===== src/rtl/sar_pkg.sv =====
package sar_pkg;
   typedef enum logic [0:0] {
      SAR_IDLE = 1'b0,
      SAR_CONV = 1'b1
   } sar_phase_e;
endpackage


===== src/rtl/sar_step.sv =====
module sar_step #(
   parameter int WIDTH = 8
) (
   input  logic             clk_i,
   input  logic             rst_ni,
   input  logic             start_i,
   output logic             load_o,
   output logic             busy_o,
   output logic             last_o,
   output logic [WIDTH-1:0] mask_o
);
   import sar_pkg::*;

   localparam logic [WIDTH-1:0] TOP_BIT = {1'b1, {(WIDTH-1){1'b0}}};

   sar_phase_e       phase_q;
   logic [WIDTH-1:0] mask_q;

   assign busy_o = (phase_q == SAR_CONV);
   assign load_o = start_i && !busy_o;
   assign last_o = busy_o && mask_q[0];
   assign mask_o = mask_q;

   always_ff @(posedge clk_i or negedge rst_ni) begin
      if (!rst_ni) begin
         phase_q <= SAR_IDLE;
         mask_q  <= '0;
      end else if (load_o) begin
         phase_q <= SAR_CONV;
         mask_q  <= TOP_BIT;
      end else if (busy_o) begin
         mask_q <= mask_q >> 1;
         if (mask_q[0]) phase_q <= SAR_IDLE;
      end
   end
endmodule


===== src/rtl/sar_pol.sv =====
module sar_pol #(
   parameter bit CMP_INV = 1'b0
) (
   input  logic cmp_i,
   output logic keep_o
);
   generate
      if (CMP_INV) begin : g_inv
         assign keep_o = ~cmp_i;
      end else begin : g_dir
         assign keep_o = cmp_i;
      end
   endgenerate
endmodule


===== src/rtl/sar_bits.sv =====
module sar_bits #(
   parameter int WIDTH = 8
) (
   input  logic             clk_i,
   input  logic             rst_ni,
   input  logic             load_i,
   input  logic             busy_i,
   input  logic             keep_i,
   input  logic [WIDTH-1:0] mask_i,
   output logic [WIDTH-1:0] code_o,
   output logic [WIDTH-1:0] decided_o
);
   localparam logic [WIDTH-1:0] TOP_BIT = {1'b1, {(WIDTH-1){1'b0}}};

   logic [WIDTH-1:0] code_q;

   // trial bit resolved against the comparator, lower bits untouched
   assign decided_o = keep_i ? code_q : (code_q & ~mask_i);
   assign code_o    = code_q;

   always_ff @(posedge clk_i or negedge rst_ni) begin
      if (!rst_ni) begin
         code_q <= '0;
      end else if (load_i) begin
         code_q <= TOP_BIT;
      end else if (busy_i) begin
         code_q <= decided_o | (mask_i >> 1);
      end
   end
endmodule


===== src/rtl/sar_ctrl.sv =====
module sar_ctrl #(
   parameter int WIDTH   = 8,
   parameter bit CMP_INV = 1'b0
) (
   input  logic             clk_i,
   input  logic             rst_ni,
   input  logic             start_i,
   input  logic             cmp_i,
   output logic [WIDTH-1:0] dac_code_o,
   output logic [WIDTH-1:0] result_o,
   output logic             done_o
);
   generate
      if (WIDTH < 2) begin : g_bad_width
         $error("sar_ctrl: WIDTH must be at least 2");
      end
   endgenerate

   logic             load_w;
   logic             busy_w;
   logic             last_w;
   logic             keep_w;
   logic [WIDTH-1:0] mask_w;
   logic [WIDTH-1:0] decided_w;
   logic [WIDTH-1:0] result_q;
   logic             done_q;

   sar_step #(.WIDTH(WIDTH)) u_step (
      .clk_i  (clk_i),
      .rst_ni (rst_ni),
      .start_i(start_i),
      .load_o (load_w),
      .busy_o (busy_w),
      .last_o (last_w),
      .mask_o (mask_w)
   );

   sar_pol #(.CMP_INV(CMP_INV)) u_pol (
      .cmp_i (cmp_i),
      .keep_o(keep_w)
   );

   sar_bits #(.WIDTH(WIDTH)) u_bits (
      .clk_i    (clk_i),
      .rst_ni   (rst_ni),
      .load_i   (load_w),
      .busy_i   (busy_w),
      .keep_i   (keep_w),
      .mask_i   (mask_w),
      .code_o   (dac_code_o),
      .decided_o(decided_w)
   );

   always_ff @(posedge clk_i or negedge rst_ni) begin
      if (!rst_ni) begin
         result_q <= '0;
         done_q   <= 1'b0;
      end else begin
         done_q <= last_w;
         if (last_w) result_q <= decided_w;
      end
   end

   assign result_o = result_q;
   assign done_o   = done_q;
endmodule


===== config.mk =====
export PLATFORM = sky130hd
export DESIGN_NAME = sar_ctrl
export DESIGN_NICKNAME = d
export VERILOG_FILES = /design/src/rtl/sar_pkg.sv /design/src/rtl/sar_step.sv /design/src/rtl/sar_pol.sv /design/src/rtl/sar_bits.sv /design/src/rtl/sar_ctrl.sv
export SDC_FILE = /design/constraint.sdc
export NUM_CORES = 1
export LEC_CHECK = 0
export BUFFER_PORTS_ARGS = -buffer_cell sky130_fd_sc_hd__buf_4
export CAP_MARGIN = 15
export CORE_AREA = 10 10 57 59
export CTS_CLUSTER_SIZE = 16
export DETAILED_ROUTE_END_ITERATION = 8
export DIE_AREA = 0 0 67 69
export PLACE_DENSITY = 0.75
export SLEW_MARGIN = 30
export SYNTH_ARGS = -nofsm -noshare
export SYNTH_HDL_FRONTEND = slang
export SYNTH_SLANG_ARGS = --single-unit

===== constraint.sdc =====
create_clock -name clk_i -period 1.61 [get_ports clk_i]
set_clock_uncertainty 0.1 [all_clocks]
set_input_delay 0.161 -clock clk_i [delete_from_list [all_inputs] [get_ports clk_i]]
set_output_delay 0.161 -clock clk_i [all_outputs]
set_load 0.05 [all_outputs]

---- Yosys cells after proc, flatten, opt, wreduce, memory -nomap -nowiden ----
Index checks and enable logic that the tools add are counted.
storage, ports and cells
  register bits after elaboration ......... 26
  memories ................................ 0
  bits in latches ......................... 0
  input port bits ......................... 4
  word-level logic and storage cells ...... 20
  memory bits (read-only) ................. 0
  RAM bits ................................ 0
cells by class
  mux-type cells .......................... 8
  div/mod/pow operators ................... 0
  bitwise logic cells ..................... 3
  $add $sub $neg .......................... 0
  equality and inequality tests ........... 0
  multipliers ............................. 0
  reduce and logical (&&, ||, !) cells .... 4
  shifts and indexed selects .............. 0
  $lt $le $gt $ge ......................... 0
operators by type and width
  cell                 number
  $mux W8              5
  $and A8 B8 Y8        1
  $not A8 Y8           1
  $or A8 B7 Y8         1
  $mux W1              3
  $logic_and A1 B1 Y1  2
  $reduce_bool A2 Y1   1
  $logic_not A1 Y1     1

---- Depth between registers and ports, before layout ----
  word-level depth ........................ 6
  depth in mapped cells ................... 5
  gate-level depth less buffers ........... 3

---- Modules after synthesis ----
From an unflattened synthesis, not the netlist that was laid out.
second synthesis, totals
  cell total of the unflattened synthesis .. 91
  area total of the unflattened synthesis .. 1,177.4 µm²
by module, submodules not included
  module    area each (µm²)  seq. area each (µm²)  instances  cells each
  sar_bits  475.5            200.2                 1          49
  sar_ctrl  356.6            225.2                 1          18
  sar_step  337.8            225.2                 1          23
  sar_pol   7.5              0.0                   1          1

---- Worst setup path before layout ----
Ideal clock, no wire load.
  path kind ............................... register to register
  start point ............................. reg u_bits.code_q[7] (netlist: u_bits.code_o[7])
  end point ............................... reg result_q[7] (netlist: result_o[7])
  path buffers ............................ 0
  cell stages (with the launch flop) ...... 3
  arrival ................................. 0.952 ns
  slack ................................... 0.475 ns
  cells stage by stage .................... dfrtp_1 > o21ai_0 > o21ai_0
between the ends
  word-level cells in the longest chain between the ends .. 2
ends and longest elaborated chain
  element                 RTL line        text
  start, declared         sar_bits.sv:15  logic [WIDTH-1:0] code_q;
  start signal, assigned  sar_bits.sv:27  code_q <= decided_o | (mask_i >> 1);
  $and A8 B8 Y8           sar_bits.sv:18  assign decided_o = keep_i ? code_q : (code_q & ~mask_i);
  $mux W8 *               sar_bits.sv:18
  end signal, assigned    sar_ctrl.sv:60  if (last_w) result_q <= decided_w;
  end, declared           sar_ctrl.sv:25  logic [WIDTH-1:0] result_q;
Mark *: on every way between the ends. The rest lies on a longest branch, timed or not.
A chain may end at the register's enable or synchronous reset.

---- Worst setup path after layout ----
  start point ............................. reg u_step.phase_q (netlist: u_step.busy_o)
  end point ............................... reg result_q[4] (netlist: result_o[4])
between the ends
  word-level cells in the longest chain between the ends .. 1
ends and longest elaborated chain
  element                 RTL line        text
  start, declared         sar_step.sv:16  sar_phase_e phase_q;
  start signal, assigned  sar_step.sv:26  phase_q <= SAR_IDLE;
  start signal, assigned  sar_step.sv:29  phase_q <= SAR_CONV;
  start signal, assigned  sar_step.sv:33  if (mask_q[0]) phase_q <= SAR_IDLE;
  $logic_and A1 B1 Y1     sar_step.sv:21  assign last_o = busy_o && mask_q[0];
Every way passes these cells.

==> flow_metrics.py <==
metrics = {
    "job": {
        "cap_viol_max_count": 0,
    },
    "place": {
        "place_area_sq_um": 1221,
        "dp_hpwl_mm": 1.533,
        "io_buffers": 20,
        "place_congestion": 0.7959,
    },
    "routing": {
        "drt-pass1-iter-count": 4,
        "drtIter0Drc": 23,
        "routed_via_density": 5.297,
        "drc": 0,
        "wl_per_cell_um": 14.74,
        "num_vias": 768,
        "ant_nets": 0,
        "wirelength_mm": 2.137,
    },
    "timing": {
        "fmax_mhz": 747.9,
        "rsz0062_at_grt": "no",
        "slew_headroom_pct": 70.54,
        "tightest_slew_ps": 440.9,
        "final.setup.tns_ps": 0,
        "hold_viol": 0,
        "setup_violations": 0,
        "holdWs_ps": 16.97,
        "period_share_pct": 83.05,
        "period_needed_ps": 1337,
        "drv_slew": 0,
    },
    "yosys": {
        "syn_area_sq_um": 1061,
        "async_reset_ff_share_pct": 100.0,
        "synthCells": 95,
        "yosysTopAreaCell": "dfrtp_1",
        "synth_fp_nets": 99,
        "synth_seq_cells": 26,
        "synth_common_cells": "dfrtp_1 (26), nand2_1 (19), a22o_1 (11), o21ai_0 (10), nand2b_1 (6)",
        "ys_warn_count": 0,
        "synth-edff-count": 0,
        "yosysTopAreaCellShare_pct": 61.32,
        "synth.distinct_cells": 18,
        "syn_avg_cell_area_sq_um": 11.17,
        "ys.flop_type": "dfrtp_1",
        "yosys-top-cells-area": "dfrtp_1 (61%), a22o_1 (9.1%), nand2_1 (6.7%)",
        "synth.most_common_cell": "dfrtp_1",
        "ys_seq_area_share_pct": 61.32,
    },
    "setup_path": {
        "r2r-start": "u_step.busy_o",
        "arrival_ps": 1440,
        "crit_required_ps": 1710,
        "cp-startpoint": "u_step.busy_o",
        "cp-end-kind": "flip-flop",
        "criticalPathCategory": "flip-flop to flip-flop",
        "start_kind": "flip-flop",
        "path_cells": "nand2_1, nand2_1, o21ai_0",
        "cpMaxStageDelayCell": "dfrtp_1",
        "critPathMaxFanout": 17,
        "cpPeakStageDelay_ps": 510,
        "timing.critical_path.mode_cell": "nand2_1",
    },
    "clock_tree": {
        "cts_resized": 0,
        "cts_hold_buf": 1,
        "clk_pin_slew_ps": 140,
        "htreeDepth": 1,
        "ctsRootBufferMaster": "clkbuf_4",
        "tritoncts": "yes",
        "cts_max_path_buffers": 2,
        "post-cts-setup-buffers": 0,
        "insertion_delay_ps": 320,
        "cts_made_buffers": 3,
        "cts.sink_count": 26,
    },
    "die": {
        "start_util_pct": 49.39,
        "die_area_sq_um": 4623,
        "core.rowCount": 17,
        "die_w_um": 67,
        "coreArea_sq_um": 2148,
        "io_pins": 21,
        "die_h_um": 69,
    },
    "grt": {
        "grt_pass1_vias": 785,
        "grt_start_max_net_pins": 27,
        "antenna_found_initial": 0,
        "grt_pass1_wl_mm": 3.574,
        "track_usage_pct": 9.666,
        "globalRouteOverflowTotal": 0,
    },
    "cells_and_area": {
        "fillCellCount": 188,
        "final_cell_area_sq_um": 1284,
        "diodes": 0,
        "nets": 122,
        "layout-drive-gt1-share_pct": 23.08,
        "syn_to_final_growth_pct": 20.99,
    },
    "run_status": {
        "status": "finished, final reports clean",
    },
    "min_path": {
        "hold_class": "primary input to flip-flop",
        "hp-start": "start_i",
    },
}
==> final timing paths <==
kind	end	depth (start not counted)	slack [ps]
max reg2reg	result_o[4]	3	270
max	result_o[4]	3	270
min	u_bits.code_o[7]	3	20
min reg2reg	result_o[2]	2	400
max in group asynchronous	u_step.mask_o[0]	2	1020
min in group asynchronous	u_bits.code_o[2]	2	150
==> cells by family after synthesis <==
kind of cell,share of synthesized area [%]
AO/OA/AOI/OAI,19.46
buffers and inverters,4.835
flip-flops,61.32
multiplexers,0.9434
AND/OR/NAND/NOR,13.44
==> layout make-up <==
cell class | instances | area (sq um) | area share [%]
repair buffers | 23 | 175.2 | 13.65
flip-flops and latches | 26 | 650.6 | 50.68
clock inverters | 1 | 30.03 | 2.339
clock buffers | 3 | 22.52 | 1.754
well taps | 28 | 35.03 | 2.729
multi-input cells | 61 | 359.1 | 27.97
inverters | 3 | 11.26 | 0.8772
==> placed cells by master, fill, tap and decap left out <==
master         netlist  final
a21o_1               4      4
a21oi_1              2      2
a22o_1              11     11
a22oi_1              2      2
and3b_1              1      1
buf_4                1     22
bufinv_16            0      1
clkbuf_4             0      3
dfrtp_1             26     26
dlygate4sd3_1        0      1
inv_1                3      3
mux2i_1              1      1
nand2_1             19     19
nand2b_1             6      6
nand3_1              2      2
nor2_1               1      1
nor2_4               1      1
o21ai_0             10     10
o21ai_1              1      1
==> worst max-delay path, delay by kind of cell, from the launching register on <==
| kind | cells | cell delay [ps] |
|---|---|---|
| compound gates | 1 | 110 |
| flops | 1 | 510 |
| simple gates | 2 | 500 |
==> metrics by stage <==
step	setup slack [ps]	utilization [%]	std cells
3_3_place_gp	385.2	56.84	140
6_report	272.9	59.76	145
5_1_grt	122.5	59.76	145
3_5_place_dp	277.2	56.84	140
2_1_floorplan	475.1	-	95
4_1_cts	253.1	59.76	145
==> routing by layer <==
metal / up-vias / track usage (%) / routed length (um)
met4: 0 / 5.882 / 50
met5: - / 0 / 0
met3: 6 / 2.899 / 132
li1: 376 / - / -
met1: 369 / 11.38 / 987
met2: 17 / 14.75 / 966
==> sequential cells by signal, indices dropped and copies added (netlist names) <==
| signal | cells |
|---|---|
| result_o | 8 |
| u_step.mask_o | 8 |
| u_step.busy_o | 1 |
| u_bits.code_o | 8 |
| done_o | 1 |
Power is left out: the tool's default activity adds up to more than one toggle a clock period on the data nets, which glitch-free logic cannot reach.
